==> config.mk <==
export PLATFORM = sky130hd
export DESIGN_NAME = irq_prio_ctrl
export DESIGN_NICKNAME = d
export VERILOG_FILES = /design/src/rtl/irq_prio_pkg.sv /design/src/rtl/irq_src_detect.sv /design/src/rtl/irq_prio_select.sv /design/src/rtl/irq_regfile.sv /design/src/rtl/irq_prio_ctrl.sv
export SDC_FILE = /design/constraint.sdc
export NUM_CORES = 1
export LEC_CHECK = 0
export BUFFER_PORTS_ARGS = -buffer_cell sky130_fd_sc_hd__buf_2
export CAP_MARGIN = 25
export CORE_ASPECT_RATIO = 2
export CORE_MARGIN = 2
export CORE_UTILIZATION = 45
export DETAILED_ROUTE_END_ITERATION = 8
export PLACE_DENSITY = 0.66
export SYNTH_ARGS = -nofsm -noshare
export SYNTH_HDL_FRONTEND = slang
export SYNTH_SLANG_ARGS = --single-unit
==> constraint.sdc <==
create_clock -name clk -period 23.5 [get_ports clk]
set_input_delay 2.35 -clock clk [delete_from_list [all_inputs] [get_ports clk]]
set_output_delay 2.35 -clock clk [all_outputs]
set_load 0.01 [all_outputs]
==> src/rtl/irq_prio_pkg.sv <==
package irq_prio_pkg;
  localparam int LVL_W    = 3;
  localparam int CODE_W   = 2;
  localparam int ADDR_W   = 8;
  localparam int DATA_W   = 32;
  localparam int FIELD_W  = 8;   // width of one level field in a level word
  localparam int SRC_PER_TRIG = 8;
  localparam int SRC_PER_LVL  = 2;

  localparam logic [ADDR_W-1:0] OFS_EN   = 8'h00;
  localparam logic [ADDR_W-1:0] OFS_TRIG = 8'h04;
  localparam logic [ADDR_W-1:0] OFS_LVL  = 8'h10;
  localparam logic [ADDR_W-1:0] OFS_MASK = 8'h40;
  localparam logic [ADDR_W-1:0] OFS_CLR  = 8'h60;
  localparam logic [ADDR_W-1:0] OFS_RAW  = 8'h80;
  localparam logic [ADDR_W-1:0] OFS_CUR  = 8'hA0;

  localparam int CLR_GO_BIT = 8;
  localparam int CUR_NONE_BIT = 16;
  localparam int CUR_LVL_LSB  = 8;

  typedef logic [LVL_W-1:0]  lvl_t;
  typedef logic [CODE_W-1:0] code_t;

  // code bit 1 selects transition mode, bit 0 selects high/rising
  function automatic logic is_edge_code(input code_t c);
    return c[1];
  endfunction

  function automatic logic line_asserted(input code_t c, input logic lvl_in,
                                         input logic latched);
    if (c[1]) return latched;
    return c[0] ? lvl_in : ~lvl_in;
  endfunction

  function automatic logic edge_seen(input code_t c, input logic now_v,
                                     input logic prev_v);
    if (!c[1]) return 1'b0;
    return c[0] ? (now_v & ~prev_v) : (~now_v & prev_v);
  endfunction

  function automatic logic qualifies(input logic en, input logic asserted,
                                     input lvl_t lvl, input lvl_t mask);
    return en & asserted & (lvl > mask);
  endfunction
endpackage

==> src/rtl/irq_src_detect.sv <==
module irq_src_detect
  import irq_prio_pkg::*;
#(
  parameter int NSRC = 16
) (
  input  logic                   clk,
  input  logic                   rst_n,
  input  logic [NSRC-1:0]        req_in,
  input  logic [NSRC*CODE_W-1:0] codes,
  input  logic [NSRC-1:0]        clr_vec,
  output logic [NSRC-1:0]        asserted,
  output logic [NSRC-1:0]        edge_set,
  output logic [NSRC-1:0]        edge_latch
);
  logic [NSRC-1:0] sync1_q, sync2_q, prev_q;

  always_ff @(posedge clk or negedge rst_n) begin
    if (!rst_n) begin
      sync1_q <= '0;
      sync2_q <= '0;
      prev_q  <= '0;
    end else begin
      sync1_q <= req_in;
      sync2_q <= sync1_q;
      prev_q  <= sync2_q;
    end
  end

  for (genvar n = 0; n < NSRC; n++) begin : g_line
    code_t c;
    assign c           = codes[n*CODE_W +: CODE_W];
    assign edge_set[n] = edge_seen(c, sync2_q[n], prev_q[n]);

    // a fresh transition wins over a clear in the same cycle
    always_ff @(posedge clk or negedge rst_n) begin
      if (!rst_n)           edge_latch[n] <= 1'b0;
      else if (edge_set[n]) edge_latch[n] <= 1'b1;
      else if (clr_vec[n])  edge_latch[n] <= 1'b0;
    end

    assign asserted[n] = line_asserted(c, sync2_q[n], edge_latch[n]);
  end
endmodule

==> src/rtl/irq_prio_select.sv <==
module irq_prio_select
  import irq_prio_pkg::*;
#(
  parameter int NSRC = 16,
  localparam int ID_W = $clog2(NSRC)
) (
  input  logic                  en,
  input  logic [NSRC-1:0]       asserted,
  input  logic [NSRC*LVL_W-1:0] levels,
  input  lvl_t                  mask,
  output logic                  sel_valid,
  output logic [ID_W-1:0]       sel_id,
  output lvl_t                  sel_lvl
);
  logic [NSRC-1:0] cand;

  for (genvar n = 0; n < NSRC; n++) begin : g_cand
    assign cand[n] = qualifies(en, asserted[n], levels[n*LVL_W +: LVL_W], mask);
  end

  // strict compare while scanning upward keeps the lowest number on ties
  always_comb begin
    sel_valid = 1'b0;
    sel_id    = '0;
    sel_lvl   = '0;
    for (int n = 0; n < NSRC; n++) begin
      if (cand[n] && (levels[n*LVL_W +: LVL_W] > sel_lvl)) begin
        sel_valid = 1'b1;
        sel_id    = ID_W'(n);
        sel_lvl   = levels[n*LVL_W +: LVL_W];
      end
    end
  end
endmodule

==> src/rtl/irq_regfile.sv <==
module irq_regfile
  import irq_prio_pkg::*;
#(
  parameter int NSRC = 16,
  localparam int ID_W   = $clog2(NSRC),
  localparam int N_TRIG = NSRC / SRC_PER_TRIG,
  localparam int N_LVL  = NSRC / SRC_PER_LVL,
  localparam int TRIG_BITS = SRC_PER_TRIG * CODE_W
) (
  input  logic                   clk,
  input  logic                   rst_n,
  input  logic                   bus_en,
  input  logic                   bus_we,
  input  logic [ADDR_W-1:0]      bus_addr,
  input  logic [DATA_W-1:0]      bus_wdata,
  output logic [DATA_W-1:0]      bus_rdata,
  input  logic [NSRC-1:0]        asserted,
  input  logic                   sel_valid,
  input  logic [ID_W-1:0]        sel_id,
  input  lvl_t                   sel_lvl,
  output logic                   en_bit,
  output logic [NSRC*CODE_W-1:0] codes,
  output logic [NSRC*LVL_W-1:0]  levels,
  output lvl_t                   mask_lvl,
  output logic [NSRC-1:0]        clr_vec,
  output logic [DATA_W-1:0]      cur_word
);
  logic wr_go, rd_go;
  assign wr_go = bus_en & bus_we;
  assign rd_go = bus_en & ~bus_we;

  always_ff @(posedge clk or negedge rst_n) begin
    if (!rst_n) begin
      en_bit   <= 1'b0;
      codes    <= '0;
      levels   <= '0;
      mask_lvl <= '0;
    end else if (wr_go) begin
      if (bus_addr == OFS_EN)   en_bit   <= bus_wdata[0];
      if (bus_addr == OFS_MASK) mask_lvl <= bus_wdata[LVL_W-1:0];
      for (int k = 0; k < N_TRIG; k++)
        if (bus_addr == OFS_TRIG + ADDR_W'(4*k))
          codes[k*TRIG_BITS +: TRIG_BITS] <= bus_wdata[TRIG_BITS-1:0];
      for (int k = 0; k < N_LVL; k++)
        if (bus_addr == OFS_LVL + ADDR_W'(4*k)) begin
          levels[(2*k)*LVL_W +: LVL_W]   <= bus_wdata[LVL_W-1:0];
          levels[(2*k+1)*LVL_W +: LVL_W] <= bus_wdata[FIELD_W +: LVL_W];
        end
    end
  end

  // clear command: go bit plus line number
  always_comb begin
    clr_vec = '0;
    if (wr_go && bus_addr == OFS_CLR && bus_wdata[CLR_GO_BIT])
      clr_vec[bus_wdata[ID_W-1:0]] = 1'b1;
  end

  always_comb begin
    cur_word = '0;
    cur_word[CUR_NONE_BIT] = ~sel_valid;
    cur_word[CUR_LVL_LSB +: LVL_W] = sel_lvl;
    cur_word[ID_W-1:0] = sel_id;
  end

  always_comb begin
    bus_rdata = '0;
    if (rd_go) begin
      if (bus_addr == OFS_EN)   bus_rdata[0] = en_bit;
      if (bus_addr == OFS_MASK) bus_rdata[LVL_W-1:0] = mask_lvl;
      if (bus_addr == OFS_RAW)  bus_rdata[NSRC-1:0] = asserted;
      if (bus_addr == OFS_CUR)  bus_rdata = cur_word;
      for (int k = 0; k < N_TRIG; k++)
        if (bus_addr == OFS_TRIG + ADDR_W'(4*k))
          bus_rdata[TRIG_BITS-1:0] = codes[k*TRIG_BITS +: TRIG_BITS];
      for (int k = 0; k < N_LVL; k++)
        if (bus_addr == OFS_LVL + ADDR_W'(4*k)) begin
          bus_rdata[LVL_W-1:0]       = levels[(2*k)*LVL_W +: LVL_W];
          bus_rdata[FIELD_W +: LVL_W] = levels[(2*k+1)*LVL_W +: LVL_W];
        end
    end
  end

  logic unused_wdata;
  assign unused_wdata = &{1'b0, bus_wdata};
endmodule

==> src/rtl/irq_prio_ctrl.sv <==
module irq_prio_ctrl
  import irq_prio_pkg::*;
#(
  parameter int NSRC = 16,
  localparam int ID_W = $clog2(NSRC)
) (
  input  logic              clk,
  input  logic              rst_n,
  input  logic [NSRC-1:0]   req_in,
  input  logic              bus_en,
  input  logic              bus_we,
  input  logic [ADDR_W-1:0] bus_addr,
  input  logic [DATA_W-1:0] bus_wdata,
  output logic [DATA_W-1:0] bus_rdata,
  output logic              irq_out
);
  logic                   en_bit;
  logic [NSRC*CODE_W-1:0] codes;
  logic [NSRC*LVL_W-1:0]  levels;
  lvl_t                   mask_lvl;
  logic [NSRC-1:0]        clr_vec;
  logic [NSRC-1:0]        asserted, edge_set, edge_latch;
  logic                   sel_valid;
  logic [ID_W-1:0]        sel_id;
  lvl_t                   sel_lvl;
  logic [DATA_W-1:0]      cur_word;

  irq_regfile #(.NSRC(NSRC)) regs_i (
    .clk(clk), .rst_n(rst_n), .bus_en(bus_en), .bus_we(bus_we),
    .bus_addr(bus_addr), .bus_wdata(bus_wdata), .bus_rdata(bus_rdata),
    .asserted(asserted), .sel_valid(sel_valid), .sel_id(sel_id),
    .sel_lvl(sel_lvl), .en_bit(en_bit), .codes(codes), .levels(levels),
    .mask_lvl(mask_lvl), .clr_vec(clr_vec), .cur_word(cur_word)
  );

  irq_src_detect #(.NSRC(NSRC)) det_i (
    .clk(clk), .rst_n(rst_n), .req_in(req_in), .codes(codes),
    .clr_vec(clr_vec), .asserted(asserted), .edge_set(edge_set),
    .edge_latch(edge_latch)
  );

  irq_prio_select #(.NSRC(NSRC)) sel_i (
    .en(en_bit), .asserted(asserted), .levels(levels), .mask(mask_lvl),
    .sel_valid(sel_valid), .sel_id(sel_id), .sel_lvl(sel_lvl)
  );

  assign irq_out = sel_valid;
endmodule

==> reports/summary.txt <==
Status -> finished clean
Clk buf depth -> 2
CTS clk-pin slew, worst paths -> 0.07 ns
FMAX -> 43.6 MHz
Antenna cell count -> 0
Core area -> 22000 um^2
CP dominant cell by count -> ha_4
Reg2reg end -> regs_i.mask_lvl[0]
FF-to-FF setup slack -> 22.46 ns
Relative slew margins -> 0.259
Total CTS buffers -> 17
Layout cells sized above 1 -> 0.334
Maximum VDD drop -> 0.0000826 V
Post-synthesis sequential area ratio -> 0.371
Hold_buf cts -> 0
Gp weighted congestion -> 0.978
Hpwl dp -> 23300 um
Tightest Pin Transition -> 1.11 ns
Setup TNS -> 0 ns
Final WS setup -> 0.538 ns
DIE AREA -> 23500 um^2
Final min period -> 22.96 ns
Multi-input gate area -> 6510 um^2
Hold Path Class -> reg2reg
Vias in the first global route -> 9101
Hold Startpoint -> det_i.sync1_q[5]
Total Wirelength -> 31700 um
H-tree depth -> 4
Port bufs -> 61
Crit Path Class -> reg2out
Chip height -> 215 um
Asr flop ratio synth -> 1.00
CTS tree -> done
Final Hold Vio Count -> 0
First-pass GRT wire length -> 48200 um
Reg2Reg Launch Point -> regs_i.mask_lvl[0]
Clock skew -> 0.00573 ns
Worst endpoint data arrival time -> 20.61 ns
Drt first pass iters -> 5
Hold Crit Depth -> 0
Synth Cell Area -> 9990 um^2
Synth-to-Final Area Change -> 24.0%
Post-place setup slack -> -0.517 ns
Syn Area/Cell -> 9.40 um^2
Vias per Instance -> 6.07
Max incr delay on CP -> 0.40 ns
Slowest CP cell -> dfrtp_1
Pin count of the biggest net entering global routing -> 91
Worst R2R Path Depth -> 2
Global-route usage over all layers -> 0.276
Initial antenna violation count -> 1
Critical Path Source Type -> register
Syn Inst Count -> 1063
Fin. max-slew vios -> 0
Synth cell types -> 90
Vias -> 9093
Iteration-0 DRC count of the detailed router -> 565
Crit end category -> output pin
Die X -> 109 um
Max-Cap Viols -> 0
DRC Markers -> 0
Post-synth EDFFs -> 0
Most frequent cells in the layout -> dfrtp_1, nand2_1, buf_4, mux2_2, nor2_1
Synth Flop Type -> dfrtp_1
Fillers -> 1965
Nets -> 1342
Commonest non-fill, non-tap cell in the layout -> dfrtp_1
WHS Endpoint -> det_i.sync2_q[5]
RSZ-0062 raised after global routing -> yes
Initial core utilization -> 0.455
Drt wl/cell -> 21.1 um
Power density over the cells -> 49.0 nW/um^2
Skew-Pair Late Insertion Delay -> 0.44 ns
Leak pwr -> 5.53 nW
I/O Pins -> 93
CTS root buffer -> clkbuf_16
Clock Sink Count -> 148
Crit Path Max Fanout -> 4
GR Overflow Total -> 0
Critical Path RT -> 21.15 ns
Post-synthesis register bit count -> 148
Final period util -> 0.977
YS warnings -> 0
Sequential Area -> 3700 um^2
Final setup violation count -> 0
Detail Route Antenna Nets -> 0
Std-Cell Rows -> 77
[registers in the layout, indices dropped and copies added, names as in the netlist]
signal            cells
det_i.edge_latch     16
det_i.prev_q         16
det_i.sync1_q        16
det_i.sync2_q        16
regs_i.codes         32
regs_i.en_bit         1
regs_i.levels        48
regs_i.mask_lvl       3
[area by class of cell]
class,instances,area share
sequential,148,0.299
tap,276,0.0279
inverter,53,0.0161
clock buffer,19,0.0365
timing repair buffer,156,0.0833
multi-input combinational,834,0.526
clock inverter,13,0.0118
[power breakdown]
| part | total (mW) | switching (mW) | internal (mW) |
|---|---|---|---|
| Combinational | 0.0583 | 0.0355 | 0.0228 |
| Sequential | 0.274 | 0.0103 | 0.264 |
| Clock | 0.274 | 0.111 | 0.163 |
[worst max-delay path by stage]
stage	from	end	slack (ns)	cells past startpoint
finish	regs_i.mask_lvl[1]	bus_rdata[3]	0.54	110
global placement	regs_i.mask_lvl[2]	bus_rdata[16]	-0.24	109
detailed placement	regs_i.mask_lvl[2]	bus_rdata[2]	-0.52	109
CTS	regs_i.mask_lvl[1]	bus_rdata[8]	0.01	109
global route	regs_i.mask_lvl[2]	bus_rdata[8]	-0.31	113
floorplan	regs_i.mask_lvl[2]	bus_rdata[2]	0.12	107
[logic make-up (layout without fill, tap and decap cells)]
| family | count (synthesis) | after routing | share of synthesized area |
|---|---|---|---|
| compound gates | 247 | 247 | 0.183 |
| simple gates | 373 | 373 | 0.174 |
| fa+ha+maj | 80 | 80 | 0.0983 |
| xor+xnor | 16 | 16 | 0.0140 |
| buf+inv | 95 | 241 | 0.0422 |
| mux | 103 | 103 | 0.117 |
| other cells | 1 | 15 | 0.000375 |
| flops | 148 | 148 | 0.371 |
[through the flow]
step	hold slack (ns)	utilization	area (um^2)	total power [mW]	instances
2_1_floorplan	0.331	-	10000	0.309	1077
3_3_place_gp	0.333	0.495	10900	0.330	1426
3_5_place_dp	0.335	0.495	10900	0.332	1426
4_1_cts	0.347	0.540	11900	0.608	1487
5_1_grt	0.351	0.564	12400	0.630	1499
6_report	0.343	0.564	12400	0.607	1499
[Yosys cell counts, drive strengths merged (4+ instances only)]
| cell type | n | area share |
|---|---|---|
| clkbuf | 19 | 0.0071 |
| xor2 | 15 | 0.013 |
| nor2b | 12 | 0.0075 |
| o22ai | 5 | 0.0044 |
| a21o | 19 | 0.014 |
| o221ai | 4 | 0.0035 |
| inv | 53 | 0.020 |
| nor4 | 7 | 0.0050 |
| mux2i | 9 | 0.010 |
| dfrtp | 148 | 0.37 |
| a22oi | 7 | 0.0053 |
| nand2b | 9 | 0.0056 |
| o311a | 5 | 0.0073 |
| o21ai | 68 | 0.035 |
| maj3 | 8 | 0.0081 |
| a31oi | 5 | 0.0038 |
| o211ai | 8 | 0.0060 |
| nand2 | 131 | 0.049 |
| ha | 72 | 0.090 |
| a21oi | 39 | 0.020 |
| or2 | 10 | 0.0063 |
| nand3b | 6 | 0.0045 |
| and3 | 12 | 0.0080 |
| o21a | 9 | 0.0068 |
| or3 | 4 | 0.0025 |
| o2111ai | 5 | 0.0050 |
| buf | 23 | 0.015 |
| and2 | 15 | 0.0094 |
| nand3 | 50 | 0.026 |
| o31ai | 4 | 0.0049 |
| a222oi | 11 | 0.011 |
| a22o | 7 | 0.0070 |
| nor3 | 23 | 0.012 |
| a221oi | 11 | 0.010 |
| mux2 | 94 | 0.11 |
| a211oi | 6 | 0.0063 |
| nor2 | 88 | 0.033 |
[metal layers]
| layer | vias to the layer above | track usage | share of wire |
|---|---|---|---|
| li1 | 4172 | - | - |
| met5 | - | 0 | 0.00044 |
| met2 | 351 | 0.494 | 0.53 |
| met1 | 4416 | 0.273 | 0.33 |
| met4 | 2 | 0.200 | 0.081 |
| met3 | 152 | 0.0503 | 0.054 |
[critical path, delay by kind of cell (launching register included)]
family | cells | cell delay, ns
buffers and inverters | 8 | 1.03
muxes | 7 | 2.25
DFF | 1 | 0.40
adders and majority gates | 23 | 6.57
and+or+nand+nor | 37 | 4.13
AOI/OAI and AO/OA | 35 | 5.77
[timing repair]
item                       4_1_cts  5_1_grt
resized for setup               44       86
setup endpoints to repair        9        9
setup buffers                   29       13
pin swaps                       35       75
(Power assumes the default switching activity.)
